$ cat src/rtl/wdt_pkg.sv
package wdt_pkg;

    typedef enum logic [1:0] {
        WD_OFF  = 2'd0,
        WD_RUN  = 2'd1,
        WD_FIRE = 2'd2
    } wd_mode_e;

    // one-cycle bus requests produced by the port decoder
    typedef struct packed {
        logic load;   // period write
        logic kick;   // arm / refresh read
        logic halt;   // disarm read
    } wd_req_t;

endpackage

$ cat src/rtl/wdt_port_decode.sv
module wdt_port_decode #(
    parameter int unsigned          ADDR_W      = 16,
    parameter logic [ADDR_W-1:0]    TIMER_PORT  = 'h0543,
    parameter logic [ADDR_W-1:0]    HALT_PORT_A = 'h0143,
    parameter logic [ADDR_W-1:0]    HALT_PORT_B = 'h0943
) (
    input  logic [ADDR_W-1:0] io_addr,
    input  logic              io_rd,
    input  logic              io_wr,
    output wdt_pkg::wd_req_t  req
);
    logic hit_timer;
    logic hit_halt;

    always_comb begin
        hit_timer = (io_addr == TIMER_PORT);
        hit_halt  = (io_addr == HALT_PORT_A) || (io_addr == HALT_PORT_B);
        req.load  = io_wr && hit_timer;
        req.kick  = io_rd && hit_timer;
        req.halt  = io_rd && hit_halt;
    end

endmodule

$ cat src/rtl/wdt_sec_tick.sv
module wdt_sec_tick #(
    parameter int unsigned CLKS_PER_SEC = 50_000_000
) (
    input  logic clk,
    input  logic rst_n,
    input  logic en,
    input  logic clr,
    output logic tick
);
    localparam int unsigned CW = (CLKS_PER_SEC > 1) ? $clog2(CLKS_PER_SEC) : 1;
    localparam logic [CW-1:0] LAST = CW'(CLKS_PER_SEC - 1);

    logic [CW-1:0] cnt_d, cnt_q;

    always_comb begin
        tick  = en && (cnt_q == LAST);
        cnt_d = cnt_q;
        if (clr || !en) begin
            cnt_d = '0;
        end else if (cnt_q == LAST) begin
            cnt_d = '0;
        end else begin
            cnt_d = cnt_q + 1'b1;
        end
    end

    always_ff @(posedge clk or negedge rst_n) begin
        if (!rst_n) cnt_q <= '0;
        else        cnt_q <= cnt_d;
    end

endmodule

$ cat src/rtl/wdt_core.sv
module wdt_core #(
    parameter int unsigned RST_PULSE_CLKS = 16
) (
    input  logic             clk,
    input  logic             rst_n,
    input  wdt_pkg::wd_req_t req,
    input  logic [7:0]       wdata,
    input  logic             tick,
    output logic             restart,
    output logic             running,
    output logic             firing,
    output logic [7:0]       secs,
    output logic [7:0]       period
);
    import wdt_pkg::*;

    localparam int unsigned PW = (RST_PULSE_CLKS > 1) ? $clog2(RST_PULSE_CLKS) : 1;
    localparam logic [PW-1:0] PULSE_INIT = PW'(RST_PULSE_CLKS - 1);

    typedef struct packed {
        wd_mode_e      mode;
        logic [7:0]    period;
        logic [7:0]    secs;
        logic [PW-1:0] pulse;
    } core_st_t;

    core_st_t st_d, st_q;
    logic     can_arm;

    always_comb begin
        st_d    = st_q;
        restart = 1'b0;
        can_arm = req.kick && (st_q.period != 8'd0);

        if (req.load && st_q.mode != WD_FIRE) begin
            st_d.period = wdata;
        end

        unique case (st_q.mode)
            WD_OFF: begin
                if (can_arm) begin
                    st_d.mode = WD_RUN;
                    st_d.secs = st_q.period;
                    restart   = 1'b1;
                end
            end
            WD_RUN: begin
                if (req.halt) begin
                    st_d.mode = WD_OFF;
                    st_d.secs = 8'd0;
                end else if (can_arm) begin
                    st_d.secs = st_q.period;
                    restart   = 1'b1;
                end else if (tick) begin
                    if (st_q.secs <= 8'd1) begin
                        st_d.mode  = WD_FIRE;
                        st_d.secs  = 8'd0;
                        st_d.pulse = PULSE_INIT;
                    end else begin
                        st_d.secs = st_q.secs - 8'd1;
                    end
                end
            end
            WD_FIRE: begin
                if (st_q.pulse == '0) begin
                    st_d.mode = WD_OFF;
                end else begin
                    st_d.pulse = st_q.pulse - 1'b1;
                end
            end
            default: begin
                st_d.mode = WD_OFF;
                st_d.secs = 8'd0;
            end
        endcase
    end

    always_ff @(posedge clk or negedge rst_n) begin
        if (!rst_n) begin
            st_q.mode   <= WD_OFF;
            st_q.period <= 8'd0;
            st_q.secs   <= 8'd0;
            st_q.pulse  <= '0;
        end else begin
            st_q <= st_d;
        end
    end

    assign running = (st_q.mode == WD_RUN);
    assign firing  = (st_q.mode == WD_FIRE);
    assign secs    = st_q.secs;
    assign period  = st_q.period;

endmodule

$ cat src/rtl/wdt_ioport.sv
module wdt_ioport #(
    parameter int unsigned       ADDR_W         = 16,
    parameter logic [ADDR_W-1:0] TIMER_PORT     = 'h0543,
    parameter logic [ADDR_W-1:0] HALT_PORT_A    = 'h0143,
    parameter logic [ADDR_W-1:0] HALT_PORT_B    = 'h0943,
    parameter int unsigned       CLKS_PER_SEC   = 50_000_000,
    parameter int unsigned       RST_PULSE_CLKS = 16
) (
    input  logic              clk,
    input  logic              rst_n,
    input  logic [ADDR_W-1:0] io_addr,
    input  logic              io_rd,
    input  logic              io_wr,
    input  logic [7:0]        io_wdata,
    output logic              reset_out,
    output logic              armed,
    output logic [7:0]        secs_left
);
    wdt_pkg::wd_req_t req;
    logic             tick;
    logic             restart;
    logic             running;
    logic             firing;
    logic [7:0]       period_q;

    wdt_port_decode #(
        .ADDR_W      (ADDR_W),
        .TIMER_PORT  (TIMER_PORT),
        .HALT_PORT_A (HALT_PORT_A),
        .HALT_PORT_B (HALT_PORT_B)
    ) dec_i (
        .io_addr (io_addr),
        .io_rd   (io_rd),
        .io_wr   (io_wr),
        .req     (req)
    );

    wdt_sec_tick #(
        .CLKS_PER_SEC (CLKS_PER_SEC)
    ) tick_i (
        .clk   (clk),
        .rst_n (rst_n),
        .en    (running),
        .clr   (restart),
        .tick  (tick)
    );

    wdt_core #(
        .RST_PULSE_CLKS (RST_PULSE_CLKS)
    ) core_i (
        .clk     (clk),
        .rst_n   (rst_n),
        .req     (req),
        .wdata   (io_wdata),
        .tick    (tick),
        .restart (restart),
        .running (running),
        .firing  (firing),
        .secs    (secs_left),
        .period  (period_q)
    );

    assign reset_out = firing;
    assign armed     = running;

endmodule

$ cat config.mk
export PLATFORM = sky130hd
export DESIGN_NAME = wdt_ioport
export DESIGN_NICKNAME = d
export VERILOG_FILES = /design/src/rtl/wdt_pkg.sv /design/src/rtl/wdt_port_decode.sv /design/src/rtl/wdt_sec_tick.sv /design/src/rtl/wdt_core.sv /design/src/rtl/wdt_ioport.sv
export SDC_FILE = /design/constraint.sdc
export NUM_CORES = 1
export LEC_CHECK = 0
export BUFFER_PORTS_ARGS = -buffer_cell sky130_fd_sc_hd__buf_2
export CAP_MARGIN = 10
export CORE_ASPECT_RATIO = 1.75
export CORE_MARGIN = 2
export CORE_UTILIZATION = 59
export DETAILED_ROUTE_END_ITERATION = 12
export PLACE_DENSITY = 0.87
export SYNTH_ARGS = -nofsm -noshare
export SYNTH_HDL_FRONTEND = slang
export SYNTH_SLANG_ARGS = --single-unit
export TNS_END_PERCENT = 100
$ cat constraint.sdc
create_clock -name clk -period 4.9 [get_ports clk]
set_input_delay 0.98 -clock clk [delete_from_list [all_inputs] [get_ports clk]]
set_output_delay 0.98 -clock clk [all_outputs]
set_load 0.1 [all_outputs]
# [After elaboration in Yosys (flattened, before gate mapping)]
# Cells that the tools add are included.
[op_classes] n_eq_ne=18 bitwise=1 n_reduce_logical=16 addsub=3 mux=23 order_cmp=1
[op_table] cell="$mux W26" count=2
[op_table] cell="$mux W8" count=4
[op_table] cell="$add A26 B1 Y26 const B" count=1
[op_table] cell="$eq A26 B26 Y1 const B" count=1
[op_table] cell="$pmux W8 S3" count=1
[op_table] cell="$eq A16 B11 Y1 const B" count=1
[op_table] cell="$eq A16 B12 Y1 const B" count=1
[op_table] cell="$eq A16 B9 Y1 const B" count=1
[op_table] cell="$mux W4" count=4
[op_table] cell="$mux W12" count=1
[op_table] cell="$mux W2" count=6
[op_table] cell="$le A8 B1 Y1 const B" count=1
[op_table] cell="$ne A2 B1 Y1 const B" count=4
[op_table] cell="$ne A2 B2 Y1 const B" count=4
[op_table] cell="$pmux W4 S2" count=1
[op_table] cell="$reduce_bool A8 Y1" count=1
[op_table] cell="$sub A8 B1 Y8 const B" count=1
[op_table] cell="$logic_and A1 B1 Y1" count=6
[op_table] cell="$ne A3 B1 Y1 const B" count=2
[op_table] cell="$pmux W2 S3" count=1
[op_table] cell="$reduce_and A6 Y1" count=1
[op_table] cell="$reduce_and A5 Y1" count=1
[op_table] cell="$logic_not A4 Y1" count=1
[op_table] cell="$ne A4 B1 Y1 const B" count=1
[op_table] cell="other kinds (12)" count=14
[totals] inputBits=28 output_inout_bits=10 wordCells=67 reg_bits=48

# [Longest topological paths before layout]
# Gate-level depths: netlist of the first run.
[logic_depth] depth_word=8 depth_mapped=8 ltp_nobuf=8

# [Hierarchy]
# From an unflattened synthesis of the first run, not the netlist that was laid out.
[hier_totals] hier_cells=295 area_unflattened_um2=2837.7
[modules_own_cells] module="wdt_sec_tick" cells_each=150 seq_area_each_um2=650.6 instances=1 area_each_um2=1395.1
[modules_own_cells] module="wdt_core" cells_each=134 seq_area_each_um2=550.5 instances=1 area_each_um2=1355.0
[modules_own_cells] module="wdt_port_decode" cells_each=11 seq_area_each_um2=0.0 instances=1 area_each_um2=87.6

# [Least setup slack after synthesis of the first run]
# No wires, ideal clock.
[synth_timing] path_type="register to register" start="reg core_i.st_q[20] (netlist bit)" end="reg, netlist name core_i.secs[2]" path_slack_ns=2.162 arrival_time_ns=2.657 period_less_slack_ns=2.738 required_ns=4.819 setup_ns=0.081 path_stages_with_launch=7 n_path_buf=1 cell_sequence="dfrtp_1 > nor2b_1 > clkbuf_1 > nand2_1 > or4_4 > o22a_1 > o22ai_2"
[synth_between] elab_chain_cells=4 elab_cells_between_ends=9 cone_classes="eq/ne: 4; mux: 1; bitwise: 1; reduce/logical: 3"
[synth_lines] item="start: declaration" line_no="wdt_core.sv:27" rtl="core_st_t st_d, st_q;"
[synth_lines] item="start signal: assignment" line_no="wdt_core.sv:85" rtl="st_q <= st_d;"
[synth_lines] item="$eq A2 B1 Y1 *" line_no="wdt_core.sv:89" rtl="assign running = (st_q.mode == WD_RUN);"
[synth_lines] item="net armed" line_no="wdt_ioport.sv:16" rtl="output logic armed,"
[synth_lines] item="$logic_and A1 B1 Y1" line_no="wdt_sec_tick.sv:16" rtl="tick = en && (cnt_q == LAST);"
[synth_lines] item="$ne A4 B1 Y1 (no source line)"
[synth_lines] item="$reduce_and A3 Y1 (no source line)"
# Mark *: on every way through the listed nets, which the timed path passes. The rest lies on a longest branch.
# A chain may end at the register's enable or synchronous reset.

# [Worst setup path after layout of the first run]
[layout_timing] start="in io_addr[5]" end="reg, netlist name core_i.period[5]"
[layout_between] elab_chain_cells=3
[layout_lines] item="start: declaration" line_no="wdt_ioport.sv:11" rtl="input logic [ADDR_W-1:0] io_addr,"
[layout_lines] item="$eq A16 B11 Y1" line_no="wdt_port_decode.sv:16" rtl="hit_timer = (io_addr == TIMER_PORT);"
[layout_lines] item="$logic_and A1 B1 Y1" line_no="wdt_port_decode.sv:18" rtl="req.load = io_wr && hit_timer;"
[layout_lines] item="$logic_and A1 B1 Y1" line_no="wdt_core.sv:35" rtl="if (req.load && st_q.mode != WD_FIRE) begin"
# Every way passes these cells.

==> flow_metrics.tcl, run 1 <==
set metrics [dict create \
    vias_in_the_first_global_route 2426 \
    global_route.usage.total_pct 25.31 \
    ys.warnings.count 0 \
    gp_congestion 0.9246 \
    timing.final.setup_violations 0 \
    post-dp-hpwl_um 4499 \
    routed_via_density 6.431 \
    power_leakage_nw 1.302 \
    cts.hold.buffers_added 0 \
    drc 0 \
    ys_dominant_reg_cell "sky130_fd_sc_hd__dfrtp_1" \
    finalWorstPathRequiredPeriod_ns 2.823 \
    synth_enable_flop_cells 0 \
    core_area_um2 4444 \
    syn_area_per_cell_um2 9.830 \
    critPathMaxFanout 8 \
    utilization_pct 68.07 \
    arrival_ns 3.02 \
    grt_antenna_before_repair 0 \
    pwr_density_cell_nw_per_um2 231.9 \
    grt.overflow.total 0 \
    num_antenna_cells 0 \
    run_status "finished clean" \
    timing_worst_setup_path_type "input pin to flop" \
    floorplan.initialDensity_pct 61.71 \
    ctsLongestPathBuffers 2 \
    syn_area_um2 2743 \
    slew_headroom_pct 31.83 \
    clock_tree_from_tritoncts "built" \
    detail_route.first_pass.iterations 4 \
    synth_cell_type_count 50 \
    timing.final.hold_violations 0 \
    dr_total_vias 2341 \
    num_rows 32 \
    peakVddDrop_mv 0.1734 \
    postSynthNetCount 311 \
    period_utilization_pct 57.62 \
    postSynth.asyncResetShare_pct 100.0 \
    syn_inst 279 \
    dieHeight_um 94.20 \
    hold_class "flop to flop" \
    setup_total_negative_slack_ns 0 \
    post_detailed_route_count_of_antenna_violating_nets 0 \
    detail_route.wl_per_cell_um 16.40 \
    drt_iter0_drc 89 \
    clock_latency_ns 0.31 \
    worst-endpoint-required_ns 5.10 \
    grt_start_max_net_pins 49 \
    fin_area_um2 3025 \
    layout-drive-gt1-share_pct 21.73 \
    floorplan.io_pins 38 \
    placement.setup.worst_slack_ns 1.735 \
    clk_pin_slew_worst_paths_ns 0.09 \
    cts_resized 0 \
    seq_area_frac_synth_pct 43.80 \
    rsz0062_at_grt "no" \
    die_width_um 55.54 \
    routed_wirelength_um 5968 \
    start_kind "input pin" \
    dpl-instance-area_um2 2918 \
    finalMaxSlewViolations 0 \
    clkSinkCount 48 \
    die_area_um2 5232 \
    cts_setup_buffers 0 \
    io_buffers 37 \
    cts_buffers 5 \
    layout-area-overhead-vs-synth_pct 10.31 \
    setup.worst_path.end_class "flop" \
    worst_slack_ns 2.077 \
    cap_violations 0 \
    register_bit_total_from_synthesis 48 \
    ctsHtreeMaxLevel 2 \
    timing.clock.skew_ns 0.008034 \
    grt_first_pass_wirelength_um 10550 \
    worst-slew-pin-transition_ns 1.014 \
    layout.nets 344 \
    maxClockFrequency_mhz 354.2 \
    hold_ws_ns 0.4942 \
    cts_root_buffer_type "sky130_fd_sc_hd__clkbuf_8" \
]
-- metal layers --
metal | track usage [%] | vias to the layer above | share of wire, %
met1 | 26.72 | 1171 | 38
li1 | - | 1081 | -
met3 | 4.270 | 18 | 4.4
met4 | 13.21 | 0 | 3.3
met5 | 0 | - | 0
met2 | 47.12 | 71 | 55
-- kinds of logic (layout without fill, tap and decap cells) --
logic type | after synthesis | after routing | synth area share, %
simple gates | 134 | 134 | 28.60
flops | 48 | 48 | 43.80
compound gates | 38 | 38 | 10.22
xor+xnor | 23 | 23 | 7.345
buf+inv | 22 | 56 | 4.197
mux | 10 | 10 | 4.015
fa+ha+maj | 4 | 4 | 1.825
-- state kept, by name (all words and copies together), names as in the netlist --
signal / flops
core_i.period: 8
core_i.secs: 8
core_i.st_q: 6
tick_i.cnt_q: 26
-- Yosys cell counts, types with 2 or more instances --
cell type                   count  area share, %
sky130_fd_sc_hd__o21ai_0        2           0.36
sky130_fd_sc_hd__or3_1          4           0.91
sky130_fd_sc_hd__nor2_1        38            5.2
sky130_fd_sc_hd__dfrtp_1       48             44
sky130_fd_sc_hd__nand4_1       10            2.3
sky130_fd_sc_hd__a21o_1         2           0.55
sky130_fd_sc_hd__nor4b_1        2           0.64
sky130_fd_sc_hd__nor4bb_1       3            1.1
sky130_fd_sc_hd__o2bb2ai_1      7            2.2
sky130_fd_sc_hd__or4_4          4            1.6
sky130_fd_sc_hd__ha_1           4            1.8
sky130_fd_sc_hd__mux2_2         8            3.3
sky130_fd_sc_hd__xor2_1        16            5.1
sky130_fd_sc_hd__a21oi_1        8            1.5
sky130_fd_sc_hd__mux2i_1        2           0.73
sky130_fd_sc_hd__o22ai_1        5            1.1
sky130_fd_sc_hd__and3_1         6            1.4
sky130_fd_sc_hd__nand2b_1       2           0.46
sky130_fd_sc_hd__buf_4          8            2.2
sky130_fd_sc_hd__and2_2         2           0.55
sky130_fd_sc_hd__xnor2_1        7            2.2
sky130_fd_sc_hd__buf_2          2           0.36
sky130_fd_sc_hd__nand3_1       13            2.4
sky130_fd_sc_hd__nor4_1         9            2.1
sky130_fd_sc_hd__nor3_1         9            1.6
sky130_fd_sc_hd__nor4_4         2            1.6
sky130_fd_sc_hd__and4_1         2           0.64
sky130_fd_sc_hd__a32oi_1        5            1.6
sky130_fd_sc_hd__and2_1         3           0.68
sky130_fd_sc_hd__inv_1         11            1.5
sky130_fd_sc_hd__nand2_1       14            1.9
sky130_fd_sc_hd__nor2b_1        3           0.68
-- final cells by class --
class	count	area (µm²)
Multi-Input combinational cell	209	1426
Fill cell	350	1419
Sequential cell	48	1201
Timing Repair Buffer	37	185.2
Clock buffer	6	72.57
Tap cell	51	63.81
Inverter	11	41.29
Clock inverter	2	35.03
-- critical path, cell delays in order --
cell and delay (ns):
sky130_fd_sc_hd__buf_2 0.09, sky130_fd_sc_hd__nor4b_1 0.46, sky130_fd_sc_hd__nand4_1 0.19, sky130_fd_sc_hd__nor4_2 0.87
sky130_fd_sc_hd__mux2_2 0.43
-- metrics by stage --
stage	power (mW)	instances
floorplan	0.4065	279
global placement	0.4253	356
CTS	0.7058	364
detailed placement	0.4257	356
global route	0.7216	364
finish	0.7016	364
-- cell usage in the layout (no fill, tap or decap), types with 6 or more instances in the layout --
cell	Yosys	routed
sky130_fd_sc_hd__nand4_1	10	10
sky130_fd_sc_hd__xnor2_1	7	7
sky130_fd_sc_hd__buf_2	2	37
sky130_fd_sc_hd__mux2_2	8	8
sky130_fd_sc_hd__nand3_1	13	13
sky130_fd_sc_hd__xor2_1	16	16
sky130_fd_sc_hd__a21oi_1	8	8
sky130_fd_sc_hd__inv_1	11	11
sky130_fd_sc_hd__nor2_1	38	38
sky130_fd_sc_hd__dfrtp_1	48	48
sky130_fd_sc_hd__nand2_1	14	14
sky130_fd_sc_hd__o2bb2ai_1	7	7
sky130_fd_sc_hd__nor4_1	9	9
sky130_fd_sc_hd__and3_1	6	6
sky130_fd_sc_hd__nor3_1	9	9
-- where the power goes --
| part | internal [mW] | switching [mW] | leakage (nW) |
|---|---|---|---|
| Combinational | 0.00930 | 0.0120 | 0.581 |
| Clock | 0.152 | 0.133 | 0.0552 |
| Sequential | 0.396 | 0.0000193 | 0.666 |
| Total | 0.557 | 0.145 | 1.30 |
-- worst paths after layout --
| path | startpoint | slack [ns] | cells past startpoint | end |
|---|---|---|---|---|
| setup / recovery | io_addr[5] | 2.08 | 5 | core_i.period[5] |
| hold / removal | tick_i.cnt_q[0] | 0.49 | 1 | tick_i.cnt_q[0] |
| setup reg to reg | core_i.period[5] | 2.40 | 5 | tick_i.cnt_q[22] |
| hold reg to reg | tick_i.cnt_q[0] | 0.49 | 1 | tick_i.cnt_q[0] |
| max in group asynchronous | rst_n | 3.41 | 1 | tick_i.cnt_q[22] |
| min in group asynchronous | rst_n | 0.84 | 1 | core_i.secs[1] |
Power figures use the tool's default switching activity.
==> run 2: changes to the inputs <==
ABC_AREA = 1   (was unset)
PLACE_DENSITY = 0.86   (was 0.87)
clock period = 2.7 ns   (was 4.9 ns; I/O delays follow)
==> flow_metrics.tcl, run 2 <==
set metrics [dict create \
    run_status "finished clean" \
    core_area_um2 5255 \
    register_bit_total_from_synthesis 48 \
    worst_flop_to_flop_path_endpoint "core_i.st_q[2]" \
    synth_cell_type_count 36 \
    final_common_cell "sky130_fd_sc_hd__nand2_1" \
    clock_tree_from_tritoncts "built" \
    cts_root_buffer_type "sky130_fd_sc_hd__clkbuf_8" \
    setup.worst_path.end_class "output pin" \
    rsz0062_at_grt "no" \
    timing.clock.skew_ns 0.01023 \
    floorplan.initialDensity_pct 61.26 \
    syn_inst 456 \
    ys_dominant_reg_cell "sky130_fd_sc_hd__dfrtp_1" \
    critPathMaxFanout 5 \
    r2r-start "core_i.secs[0]" \
    syn_area_um2 3219 \
    fin_cells 546 \
    gp_congestion 0.9024 \
    largestRegisters "tick_i.cnt_q (26), core_i.period (8), core_i.secs (8)" \
    timing.final.hold_violations 0 \
    die_area_um2 6087 \
    timing.final.setup_violations 0 \
    finalMaxSlewViolations 0 \
    worst-slew-pin-transition_ns 0.6571 \
    dpl-instance-area_um2 3398 \
    cts_setup_buffers 0 \
    synth_enable_flop_cells 0 \
    dieHeight_um 101.7 \
    fin_area_um2 3483 \
    placed_cells 538 \
    routed_via_density 5.330 \
    most-common-layout-cells "sky130_fd_sc_hd__nand2_1 (127), sky130_fd_sc_hd__nor2_1 (68), sky130_fd_sc_hd__inv_1 (55)" \
    period_utilization_pct 79.54 \
    syn_area_per_cell_um2 7.060 \
    grt_antenna_before_repair 0 \
    post-synth-top-count-cell "sky130_fd_sc_hd__nand2_1" \
    power_leakage_nw 1.735 \
    postSynthNetCount 488 \
    die_width_um 59.84 \
    clkSinkCount 48 \
    layout-drive-gt1-share_pct 17.72 \
    dr_total_vias 2910 \
    hold_class "input pin to async pin" \
    drc 0 \
    global_route.usage.total_pct 24.94 \
    cts.hold.buffers_added 0 \
    floorplan.io_pins 38 \
    clk_pin_slew_worst_paths_ns 0.09 \
    start_kind "flop" \
    vias_in_the_first_global_route 2821 \
    synth.cells.most_frequent "sky130_fd_sc_hd__nand2_1 (127), sky130_fd_sc_hd__nor2_1 (68), sky130_fd_sc_hd__inv_1 (55)" \
    synth_top_area_share_pct 37.31 \
    cts_buffers 5 \
    postSynth.asyncResetShare_pct 100.0 \
    ctsHtreeMaxLevel 2 \
    peakVddDrop_mv 0.3226 \
    worst-endpoint-required_ns 2.16 \
    post-dp-hpwl_um 5303 \
    timing_worst_setup_path_type "flop to output pin" \
    pwr_density_cell_nw_per_um2 342.1 \
    registers.top_by_ff_count "tick_i.cnt_q" \
    arrival_ns 1.61 \
    clock_latency_ns 0.30 \
    ctsLongestPathBuffers 2 \
    grt.overflow.total 0 \
    setup.reg_to_reg.worst_slack_ns 0.90 \
    drt_iter0_drc 147 \
    routed_wirelength_um 6709 \
    synth_top_cell_by_area "sky130_fd_sc_hd__dfrtp_1" \
    layout.nets 522 \
    io_buffers 37 \
    cts_resized 0 \
    post_detailed_route_count_of_antenna_violating_nets 0 \
    detail_route.wl_per_cell_um 12.29 \
    setup_total_negative_slack_ns 0 \
    grt_start_max_net_pins 37 \
    finalWorstPathRequiredPeriod_ns 2.148 \
    detail_route.first_pass.iterations 4 \
    maxClockFrequency_mhz 465.6 \
    largest_register_ffs 26 \
    main_area_contributors_after_synthesis "sky130_fd_sc_hd__dfrtp_1 (37%), sky130_fd_sc_hd__nand2_1 (15%), sky130_fd_sc_hd__nor2_1 (7.9%)" \
    seq_area_frac_synth_pct 37.31 \
    num_rows 35 \
    cap_violations 0 \
    layout-area-overhead-vs-synth_pct 8.201 \
    ff2ff_path_depth 11 \
    grt_first_pass_wirelength_um 11820 \
    ys.warnings.count 0 \
    num_antenna_cells 0 \
    slew_headroom_pct 56.03 \
]
==> run 2: cell count changes after synthesis, sizes merged, moves of 9 or more <==
cell   delta
nand2   +125
inv      +48
nor2     +41
nand3    +40
nor4     -12
o21ai     +9
xor2      -9
==> run 2: cell families after synthesis <==
kind of cell	share of synthesized area, %
and+or+nand+nor	45.01
DFF	37.31
xor gates and xnor gates	2.993
buffers and inverters	9.444
AOI/OAI and AO/OA	3.692
adders and majority gates	1.555
==> run 2: where the power goes <==
group          switching (mW)  internal [mW]  leakage, nW
clock network           0.237          0.185       0.0424
logic                  0.0311         0.0202         1.03
registers           0.0000792          0.718        0.666
total                   0.268          0.924         1.73
==> run 2: cell type report <==
| type | instances | area, µm² |
|---|---|---|
| fill | 480 | 1772 |
| multi-input combinational | 338 | 1714 |
| sequential | 48 | 1201 |
| inverter | 59 | 221.5 |
| timing repair buffer | 38 | 192.7 |
| clock buffer | 7 | 76.32 |
| tap | 55 | 68.82 |
| clock inverter | 1 | 8.758 |
==> run 2: worst max-delay path: stages (launching register included) <==
cell and delay, ns:
sky130_fd_sc_hd__dfrtp_1 0.47, sky130_fd_sc_hd__inv_2 0.07, sky130_fd_sc_hd__nand2_1 0.18, sky130_fd_sc_hd__inv_2 0.15, sky130_fd_sc_hd__buf_2 0.44
==> run 2: worst max path at each step <==
| stage | from | to | cells past startpoint |
|---|---|---|---|
| global route | core_i.st_q[20] | reset_out | 4 |
| floorplan | core_i.st_q[20] | core_i.secs[0] | 9 |
| finish | core_i.st_q[20] | reset_out | 4 |
| CTS | core_i.st_q[20] | reset_out | 4 |
| detailed placement | io_addr[9] | core_i.st_q[0] | 11 |
| global placement | io_addr[9] | core_i.st_q[1] | 11 |
==> run 2: layer usage <==
| layer | global-route usage, % | up-vias | routed length, µm |
|---|---|---|---|
| li1 | - | 1495 | - |
| met1 | 27.28 | 1321 | 2652 |
| met2 | 45.48 | 77 | 3619 |
| met3 | 3.448 | 17 | 242 |
| met4 | 11.62 | 0 | 193 |
| met5 | 0 | - | 0 |
==> run 2: per-stage QoR <==
step | hold slack, ns | power [mW] | util (%) | worst slack [ns]
3_3_place_gp | 0.4370 | 0.7835 | 64.67 | 0.7722
6_report | 0.1062 | 1.192 | 66.29 | 0.5524
5_1_grt | 0.1165 | 1.247 | 66.29 | 0.4432
2_1_floorplan | 0.2444 | 0.7470 | - | 1.053
3_5_place_dp | 0.4404 | 0.7852 | 64.67 | 0.7258
4_1_cts | 0.1105 | 1.201 | 66.29 | 0.5369
